$ cat config.mk
export PLATFORM = sky130hd
export DESIGN_NAME = dram_cm_classifier
export DESIGN_NICKNAME = d
export VERILOG_FILES = /design/src/rtl/dram_cm_pkg.sv /design/src/rtl/dram_cm_classifier.sv
export SDC_FILE = /design/constraint.sdc
export NUM_CORES = 1
export LEC_CHECK = 0
export CAP_MARGIN = 15
export CORE_ASPECT_RATIO = 2
export CORE_MARGIN = 3
export CORE_UTILIZATION = 24
export DETAILED_ROUTE_END_ITERATION = 12
export MAX_ROUTING_LAYER = met4
export PLACE_DENSITY = 0.47
export RECOVER_POWER = 50
export SYNTH_ARGS = -nofsm -noshare
export SYNTH_HDL_FRONTEND = slang
export SYNTH_SLANG_ARGS = --single-unit
$ cat constraint.sdc
create_clock -name clk -period 2.25 [get_ports clk]
set_input_delay 0.3375 -clock clk [delete_from_list [all_inputs] [get_ports clk]]
set_output_delay 0.3375 -clock clk [all_outputs]
set_load 0.02 [all_outputs]
$ cat src/rtl/dram_cm_pkg.sv
// Package: shared cycle codes for the DRAM cycle model.
package dram_cm_pkg;
    typedef enum logic [2:0] {
        CYC_IDLE    = 3'd0,
        CYC_ROW     = 3'd1,
        CYC_READ    = 3'd2,
        CYC_WRITE   = 3'd3,
        CYC_CBR     = 3'd4,
        CYC_HIDDEN  = 3'd5,
        CYC_TEST    = 3'd6,
        CYC_RASONLY = 3'd7
    } cyc_kind_e;
endpackage

$ cat src/rtl/dram_cm_classifier.sv
// Module: strobe-edge decoder. Detects RAS, CAS and WE edges on the clock
// and names each cycle. It also tracks the open row, the test flag and the
// initialization count. Assumes strobes are already synchronous to clk.
module dram_cm_classifier
    import dram_cm_pkg::*;
#(
    parameter int AW        = 11,
    parameter int COL_BITS  = 3,
    parameter int KEY_BITS  = 10,
    parameter int INIT_CYC  = 8
) (
    input  logic                clk,
    input  logic                rst_n,
    input  logic                ras_n,
    input  logic                cas_n,
    input  logic                we_n,
    input  logic [AW-1:0]       addr,
    input  logic                data_held,
    input  logic [AW-1:0]       cnt,
    output logic                cnt_adv,
    output logic                do_read,
    output logic                do_write,
    output logic                do_late,
    output logic [AW-1:0]       row_q,
    output logic [COL_BITS-1:0] col_q,
    output logic                test_mode,
    output logic                ref_stb,
    output logic [AW-1:0]       ref_row,
    output logic [2:0]          kind,
    output logic                init_err
);
    localparam int INIT_W = $clog2(INIT_CYC + 1);

    logic ras_q, cas_q, we_q;
    logic row_open, accessed;
    logic [INIT_W-1:0] init_cnt;
    cyc_kind_e kind_q, fall_kind;

    logic ras_fall, ras_rise, cas_fall, we_fall, access, ras_only, init_done, key_ok;

    assign ras_fall  = ras_q & ~ras_n;
    assign ras_rise  = ~ras_q & ras_n;
    assign cas_fall  = cas_q & ~cas_n;
    assign we_fall   = we_q & ~we_n;
    assign access    = cas_fall & row_open & ~ras_n;
    assign do_read   = access & we_n;
    assign do_write  = access & ~we_n;
    assign do_late   = we_fall & ~cas_fall & accessed & row_open & ~cas_n & ~ras_n;
    assign ras_only  = ras_rise & row_open & ~accessed;
    assign cnt_adv   = ras_fall & ~cas_n;
    assign init_done = (init_cnt >= INIT_W'(INIT_CYC));
    assign key_ok    = &addr[KEY_BITS-1:0];
    assign kind      = kind_q;

    // Name the cycle that a RAS fall starts.
    always_comb begin
        if (cas_n)               fall_kind = CYC_ROW;
        else if (data_held)      fall_kind = CYC_HIDDEN;
        else if (!we_n && key_ok) fall_kind = CYC_TEST;
        else                     fall_kind = CYC_CBR;
    end

    // Previous strobe levels for edge detection.
    always_ff @(posedge clk) begin
        if (!rst_n) begin
            ras_q <= 1'b1;
            cas_q <= 1'b1;
            we_q  <= 1'b1;
        end else begin
            ras_q <= ras_n;
            cas_q <= cas_n;
            we_q  <= we_n;
        end
    end

    // Cycle state: row, access, test flag, refresh report and cycle code.
    always_ff @(posedge clk) begin
        if (!rst_n) begin
            row_open  <= 1'b0;
            accessed  <= 1'b0;
            row_q     <= '0;
            col_q     <= '0;
            test_mode <= 1'b0;
            ref_stb   <= 1'b0;
            ref_row   <= '0;
            kind_q    <= CYC_IDLE;
        end else begin
            ref_stb <= 1'b0;
            if (ras_fall) begin
                kind_q <= fall_kind;
                if (cas_n) begin
                    row_open <= 1'b1;
                    row_q    <= addr;
                end else begin
                    ref_stb <= 1'b1;
                    ref_row <= cnt;
                    test_mode <= (fall_kind == CYC_TEST);
                end
            end
            if (ras_rise) begin
                row_open <= 1'b0;
                accessed <= 1'b0;
                if (ras_only) begin
                    ref_stb   <= 1'b1;
                    ref_row   <= row_q;
                    kind_q    <= CYC_RASONLY;
                    test_mode <= 1'b0;
                end
            end
            if (access) begin
                accessed <= 1'b1;
                col_q    <= addr[COL_BITS-1:0];
                kind_q   <= we_n ? CYC_READ : CYC_WRITE;
            end
            if (do_late) kind_q <= CYC_WRITE;
        end
    end

    // Count RAS falls up to the initialization target; flag early accesses.
    always_ff @(posedge clk) begin
        if (!rst_n) begin
            init_cnt <= '0;
            init_err <= 1'b0;
        end else begin
            if (ras_fall && !init_done) init_cnt <= init_cnt + 1'b1;
            if (access && !init_done)   init_err <= 1'b1;
        end
    end
endmodule

; ---- After elaboration in Yosys (flattened, before gate mapping)
; Cells that the tools add are included.
[op_classes]
addsub = 1
n_mul = 0
div_mod_pow = 0
magnitude_cmp = 1
n_eq_ne = 1
shifts = 0
muxes = 23
bitwise = 23
n_reduce_logical = 10
[op_table]
columns = cell, count
row1 = $mux 11, 4
row2 = $and 1x1->1, 16
row3 = $mux 3, 5
row4 = $mux 1, 11
row5 = $reduce_and 10->1, 1
row6 = $not 1->1, 7
row7 = $mux 2, 3
row8 = $add 4x1->4 const B, 1
row9 = $ge 4x4->1 const B, 1
row10 = $reduce_or 2->1, 2
row11 = $eq 3x3->1 const B, 1
row12 = $logic_and 1x1->1, 3
row13 = $logic_not 1->1, 2
row14 = $reduce_and 2->1, 1
row15 = $reduce_bool 2->1, 1
[word_totals]
register_bits = 40
latch_bits = 0
ram_bits = 0
romBits = 0
input_bits = 28
out_inout_bits = 35
wordCells = 73
memories = 0

; ---- Depth between registers and ports, before layout
; Gate-level depths: netlist of the first run.
[depth]
word_depth = 10
ltp_mapped = 6
ltp_nobuf = 4

; ---- Worst setup path after synthesis of the first run
; Ideal clock, no wire load.
[synth_path]
path_type = input to output
start = in ras_n
end = out do_late
t_arrival_ns = 1.486
required_ns = 1.913
slack_ns = 0.427
path_stages = 3
n_path_buf = 1
cell_sequence = clkbuf_1 -> or3b_2 -> nor3_1
[synth_between]
elab_chain_cells = 2
[synth_rtl]
columns = element, line
row1 = from (decl), dram_cm_classifier.sv:14  ; input logic ras_n,
row2 = $not 1->1, dram_cm_classifier.sv:48  ; assign do_late = we_fall & ~cas_fall & accessed & row_open & ~cas_n & ~ras_n;
row3 = $and 1x1->1, dram_cm_classifier.sv:48
row4 = to (decl), dram_cm_classifier.sv:23  ; output logic do_late,
; Every way passes these cells.

; ---- Final worst setup path of the first run
[layout_path]
start = in cas_n
end = out do_write
[layout_between]
elab_chain_cells = 5
[layout_rtl]
columns = element, line
row1 = from (decl), dram_cm_classifier.sv:15  ; input logic cas_n,
row2 = $not 1->1, dram_cm_classifier.sv:43  ; assign cas_fall = cas_q & ~cas_n;
row3 = $and 1x1->1, dram_cm_classifier.sv:43
row4 = $and 1x1->1 (2 in a row), dram_cm_classifier.sv:45  ; assign access = cas_fall & row_open & ~ras_n;
row5 = $and 1x1->1, dram_cm_classifier.sv:47  ; assign do_write = access & ~we_n;
row6 = to (decl), dram_cm_classifier.sv:22  ; output logic do_write,
; Every way passes these cells.

==> results by stage, run 1 <==
Clock network:
- CTS saw 40 sinks.
- For this design, the CTS-stage hold fixing added 0 buffers.
- TritonCTS built the clock tree.
- The maximum clock path buffer count is 2.
- The clock transition at the register clock pins on the worst setup and hold paths after CTS is approximately 60 ps.
- The later pin in the worst-skew pair is clocked with a latency of 270 ps.
- The root buffer cell chosen for the clock tree is clkbuf_16.
- Post-CTS repair changed the size of 3 cells.
- The number of H-tree levels is 2.
- In this run the post-CTS setup repair buffer count came out at 0.
- The TritonCTS buffer count is 5.

Yosys:
- The number of enable flip-flop cells after synthesis is 0.
- In the synthesized netlist, the number of instances is 197.
- The sequential-to-total area share from yosys stat is 49.12%.
- The synthesized area per cell is 8.276 um^2.
- The count of different cell masters after synthesis is 33.
- The post-synth design cell area is approximately 0.0016 mm^2.
- The most used flip-flop cell after synthesis is dfxtp_1.
- The number of warning messages in the yosys log is 0.
- The async set or reset register ratio after synthesis is 0%.
- The number of nets in the synthesized netlist is 227.
- In this run, synthesis produced a sequential element count of 40.

Worst setup path:
- The worst setup path is of the input port to output port kind.
- The setup check on the worst reg-to-reg path leaves a slack of about 430 ps.
- The kind of capture point of the worst setup path is an output port.
- The worst endpoint data arrival time is 1830 ps.
- The worst reg2reg path depth is 4.
- The maximum fanout count along the critical path is 7.
- The startpoint identified for the worst register-to-register timing path is ras_q.
- The sort of element at the start of the critical path is an input port.
- The worst register-to-register path ends at kind[1].
- STA puts the critical path data required time at 1910 ps.

Pwr:
- The switching share of power is a little under a quarter.
- The combinational share of power is 14.0%.
- The leakage dissipation is 1.007 nW.
- In this run the power density over the cells is approximately 670 mW/mm^2.
- Internal power comes to 1.304 mW.
- The clock power share is 41.4%.
- In this run the power spent charging and discharging nets is 407.6 uW.
- The sum of internal, switching and leakage power is 1.712 mW.
- VDD sags by at most 0.0002520 V.
- Per report_power, the sequential group accounts for 44.6% of the total.

Cells and area:
- In the layout the commonest cells are 53 x nand2_1, 40 x dfxtp_1, 38 x clkdlybuf4s50_1.
- The library cell used most frequently in the layout, excluding fill and tap cells, is nand2_1.
- The area growth from synthesis to final layout is 57.02%.
- The layout has a little over 700 filler cells.
- The number of antenna repair diodes is 0.
- The area occupied by registers is 800.8 um^2.
- The area of the multi-input gates is approximately 760 um^2.
- Cells with a size suffix above 1 make up 7.807% of the layout.
- The post-layout instance count excluding filler cells is roughly 360.
- The utilization after layout is 39.61%.
- In the final design database the tool counted 298 nets.

Global routing:
- For this run the aggregate overflow at the end of global routing stands at 0.
- The first global-routing pass estimated between 8 and 9 mm of wire.
- Entering global routing, the biggest net connects 25 pins.
- The number of global-route vias before repair is 1643.
- The initial antenna violation count is 0.
- For this run, the total global-route usage over all layers was measured as 14.55%.

Floorplanning:
- The die area is 0.007878 mm^2.
- The core footprint is 0.006464 mm^2.
- The top-level I/O count is 63.
- The placement row count is 41.
- The effective utilization at floorplan is 25.22%.
- The die width is 64.28 um.
- From bottom edge to top edge, the die measures between 100 and 150 um.

Placed design:
- The pre-CTS setup slack is -205.1 ps.
- The total placed cells including tap cells is 347.
- The total of buffers placed on input and output ports is 62.
- The final weighted congestion in routability-driven placement is 0.8290.
- The wire-length estimate of the detail-placed layout is 4.037 mm.

Drt:
- The count of antenna-violating nets left after detailed routing is 0.
- The number of design rule violations left after detail routing is 0.
- The DRC marker count from the first detailed-route iteration is 56.
- The number of vias per cell is 4.499.
- The number of search-and-repair iterations in the first detailed-routing pass is 4.
- The aggregate routed wire length is 5.285 mm.
- The overall via count from detail_route is 1597.
- After detailed routing, the average wire length per cell comes to 14.89 um.

Hold path:
- The worst hold path terminates at col_q[0].
- The path class of the tightest hold or removal check is flop to flop.
- In this run the most critical hold path is launched from col_q[0].
- The count of cells along the worst hold path is 2.

Timing:
- At the pin with the least slew margin, the transition time is 761.8 ps.
- The worst path needs 2163 ps of the cycle, external delays included.
- The max-slew violation total from the final report is 0.
- Headroom to the max-slew limit came out at 49.21%.
- The smallest setup slack after layout is 86.78 ps.
- The worst hold slack is 457.5 ps.
- On the final layout, the worst clock skew is 2.415 ps.
- The portion of the clock cycle consumed by the worst path in the final layout is between 90% and 100%.
- Based on the critical path, the design can be clocked at up to 0.4623 GHz.
- The number of setup violations in the final report is 0.
- Setup repair after global routing left no endpoint under its margin.
- The final-report hold violation count is 0.

Run status:
- The run finished with clean final reports.

Job:
- Across the run, the number of max-cap violations was 0.
[cells by family after synthesis]
| group | Yosys count | synth area share [%] |
|---|---|---|
| xor+xnor | 2 | 1.075 |
| buf+inv | 18 | 4.298 |
| compound gates | 49 | 17.73 |
| fa+ha+maj | 2 | 1.535 |
| flops | 40 | 49.12 |
| mux | 2 | 1.228 |
| simple gates | 84 | 25.02 |
[power groups by stage]
stage	sequential (mW)	combinational, mW	clock [mW]
floorplan	0.804	0.0821	0
global placement	0.780	0.251	0
detailed placement	0.780	0.252	0
CTS	0.765	0.252	0.734
global route	0.768	0.263	0.755
finish	0.763	0.240	0.709
[worst max-delay path, cell delays in order]
cell and delay, ps:
clkdlybuf4s50_1 410, buf_4 160, nand4bb_1 190, nor2_1 110, clkdlybuf4s50_1 610
[state kept, by name (all words and copies together), names as in the netlist]
name	cells
ref_row	11
row_q	11
init_cnt	4
col_q	3
kind	3
accessed	1
cas_q	1
init_err	1
ras_q	1
ref_stb	1
row_open	1
test_mode	1
we_q	1
[cells in the mapped netlist (2+ instances only)]
library cell / n / share of area [%]
ha_1: 2 / 1.5
inv_1: 6 / 1.4
a21oi_1: 19 / 5.8
nand3b_1: 2 / 0.92
nand4bb_1: 2 / 1.4
o21ai_0: 12 / 3.7
nand2_1: 53 / 12
nor2_1: 9 / 2.1
mux2i_1: 2 / 1.2
dfxtp_1: 40 / 49
buf_2: 2 / 0.61
a31oi_1: 11 / 4.2
nand4_1: 2 / 0.77
clkbuf_1: 10 / 2.3
nor4bb_1: 2 / 1.2
xnor2_1: 2 / 1.1
nand2b_1: 5 / 1.9
[how the worst max path moves through the flow]
| stage | start | end | slack [ps] |
|---|---|---|---|
| after global routing | ras_n | do_late | 4 |
| final | cas_n | do_write | 90 |
| after global placement | ras_n | do_late | -190 |
| after detailed placement | ras_n | do_late | -210 |
| after CTS | cas_n | do_write | 80 |
| after floorplan | ras_n | do_late | 430 |
[stage by stage]
stage	setup TNS (ps)	area, um^2
2_1_floorplan	0	1630
3_3_place_gp	-682.3	2429
3_5_place_dp	-667.3	2429
4_1_cts	0	2571
5_1_grt	0	2560
6_report	0	2560
[routing by layer]
metal	track usage (%)	routed length, um	vias to the layer above
met5	-	0	-
met4	4.768	61	0
met3	2.930	256	4
met2	27.85	2962	47
met1	14.29	2005	732
li1	-	-	814
[layout make-up]
type                       count  area share, %
timing repair buffer          76          28.25
sequential                    40          31.28
tap                           86          4.203
multi-input combinational    139          29.67
clock buffer                   8          5.718
inverter                       6         0.8798
Note: power is estimated with default switching activity, not from simulation.
==> inputs of run 2 (changes only) <==
Clock period 2.25 ns to 2.4 ns, I/O delays scaled along.
==> run 2 against run 1 <==
Register-to-register slack worse by 50 ps. Routed wire length down 1.4%. Critical path type is now input port to flop. Setup slack better by 57 ps. Largest cell class unchanged. Die area unchanged. Final area down 0.39%. Via count up 1.0%. First-iteration DRC count up 52%.
==> results by stage, run 2 (synthesis gave the netlist of run 1 again) <==
Drt:
- The overall via count from detail_route is 1613 (+1.0%).
- The number of design rule violations left after detail routing is 0 (unchanged).
- The count of antenna-violating nets left after detailed routing was 0 (unchanged).
- The number of search-and-repair iterations in the first detailed-routing pass is 4 (unchanged).
- The DRC marker count from the first detailed-route iteration is 85 (+52%).
- The average routed wire per standard cell is 14.76 um (-0.88%).
- The aggregate routed wire length was 5.209 mm (-1.4%).
- The number of vias per cell is 4.569 (+1.6%).

Job:
- The number of maximum-capacitance violations was 0 (unchanged).

Floorplanning:
- The die width came to 64.28 um (unchanged).
- The effective utilization at floorplan is 25.22% (unchanged).
- The core footprint is 0.006464 mm^2 (unchanged).
- The placement row count is 41 (unchanged).
- The die area came to 0.007878 mm^2 (unchanged).
- The die extent in y is 122.6 um (unchanged).
- The top-level I/O count came to 63 (unchanged).

Cells and area:
- The share of cells above drive strength 1 is 7.491% (-0.32 points).
- The post-layout instance count excluding filler cells came to 353 (-0.56%).
- The area growth from synthesis to final layout is 56.41%.
- Leaving out fill and tap cells, the most frequent cell in the layout is nand2_1.
- The number of antenna repair diodes is 0 (unchanged).
- In the final layout, the registers with the most flip-flops are ref_row x11, row_q x11, init_cnt x4.
- The top cell types in the final layout, fill and taps aside, are 53 x nand2_1, 46 x clkdlybuf4s50_1, 40 x dfxtp_1.
- The total number of nets in the final design came to 296 (-0.67%).
- The final cell area excluding filler cells was 0.002550 mm^2 (-0.39%).

Pwr:
- The leakage dissipation came to 0.9723 nW (-3.5%).
- The power density over the cells is 663.6 mW/mm^2 (-0.76%).
- The sum of internal, switching and leakage power is 1.692 mW (-1.1%).
- The highest ir drop seen on vdd is 0.0003959 V (+57%).

Worst setup path:
- The maximum fanout count along the critical path was 14 (+7).
- The worst setup path is of the input port to flop kind.
- The critical path goes through clkdlybuf4s50_1 -> buf_4 -> or3b_1 -> clkbuf_1 -> or4_4 -> a41oi_2.
- STA classifies the critical path startpoint as an input port.
- The kind of capture point of the worst setup path is a flop.
- The buffers plus inverters on the worst setup path is 3 (unchanged).
- On the critical path the largest part of the delay comes from simple AND/OR/NAND/NOR gates.
- The worst endpoint data arrival time came to 2460 ps (+630 ps).
- The cell type of the slowest stage on the worst timing path is or4_4.
- The maximum single-stage delay on the critical path is 640 ps (+30 ps).
- The worst endpoint required time is 2600 ps (+690 ps).

Clock network:
- The clock tree from TritonCTS is built.
- The maximum clock path buffer count was 2 (unchanged).
- The TritonCTS sink count is 40 (unchanged).
- The clock network latency to the later pin of the worst-skew pair is 280 ps (about the same).
- The TritonCTS buffer count is 5 (unchanged).
- The clock transition at the register clock pins on the worst setup and hold paths after CTS is 60 ps (about the same).
- The buffer cell driving the clock tree root is clkbuf_16.
- The number of H-tree levels is 2 (unchanged).

Timing:
- The final critical path takes up between 90% and 100% of the cycle.
- The max-slew violation total from the final report came to 0 (unchanged).
- The final-report hold violation count is 0 (unchanged).
- The worst path needs 2256 ps of the cycle, external delays included.
- Setup repair after global routing left no endpoint under its margin.
- The number of setup violations in the final report is 0 (unchanged).
- The worst max-slew margin expressed relative to the limit is 50.41% (+1.2 points).
- The transition at the pin with the smallest max-transition slack was 743.8 ps (-17.99 ps).
- The final setup skew came to 2.568 ps (+0.1528 ps).
- Based on the critical path, the design can be clocked at up to ~0.44 GHz.

Placed design:
- The final weighted congestion in routability-driven placement is 0.8592 (+3.6%).
- The post-place instance area is 0.002401 mm^2 (-1.1%).
- The total placed cells including tap cells is 345 (-0.58%).
- The total of buffers placed on input and output ports is 62 (unchanged).
- The estimated wirelength of the detail-placed design is 4.020 mm (-0.43%).

Global routing:
- The initial antenna violation count is 0 (unchanged).
- The global-route wire length before repair is 8.307 mm (-1.6%).
- The pin count of the biggest net entering global routing was 27 (+8.0%).
- The remaining global-route overflow is 0 (unchanged).
- The overall track demand over capacity in global routing is 14.26% (-0.29 points).
- The number of global-route vias before repair came to 1635 (-0.49%).

Hold path:
- The min-delay analysis places its worst path in the category flop to flop.

Run status:
- The flow ran to the end, and the final reports show no timing, DRC or antenna violations.
## run 2: final cells by class
class	count	area [um^2]
clock buffer	5	125.1
clock inverter	3	42.54
fill	708	3914
inverter	6	22.52
multi-input combinational	139	759.5
sequential	40	800.8
tap	86	107.6
timing repair buffer	74	691.9
## run 2: final timing paths
| path | startpoint | endpoint | depth (start not counted) | slack, ps |
|---|---|---|---|---|
| hold reg to reg | col_q[0] | col_q[0] | 2 | 460 |
| setup reg to reg | ras_q | kind[1] | 4 | 380 |
| hold / removal | col_q[0] | col_q[0] | 2 | 460 |
| setup / recovery | ras_n | kind[1] | 6 | 140 |
## run 2: repair_timing
action	4_1_cts	5_1_grt
endpoints found under the hold margin	0	0
gates resized for setup	3	0
hold buffers	0	0
setup buffers	0	0
setup endpoints to repair	3	0
## run 2: routing by layer
| metal | vias to the layer above | global-route usage (%) | share of wire (%) |
|---|---|---|---|
| met5 | - | - | 0 |
| met4 | 0 | 5.563 | 2.3 |
| met3 | 8 | 3.022 | 5.2 |
| met2 | 53 | 27.07 | 56 |
| met1 | 746 | 13.72 | 36 |
| li1 | 806 | - | - |
## run 2: where the power goes
group / switching, mW / internal [mW]
Sequential: 0.0210 / 0.695
Combinational: 0.110 / 0.114
Clock: 0.264 / 0.488
## run 2: tightest hold or removal path, stage by stage (launching register included)
cell	delay [ps]
dfxtp_1	310
nand2_1	50
a21oi_1	50
## run 2: metrics by stage
step / setup slack, ps / TNS [ps] / hold slack [ps] / utilization [%]
2_1_floorplan: 531.9 / 0 / 433.0 / -
3_3_place_gp: -88.29 / -165.3 / 450.1 / 37.15
3_5_place_dp: -96.34 / -145.8 / 453.0 / 37.15
4_1_cts: 150.0 / 0 / 467.5 / 39.68
5_1_grt: 39.25 / 0 / 475.4 / 39.45
6_report: 143.5 / 0 / 461.4 / 39.45
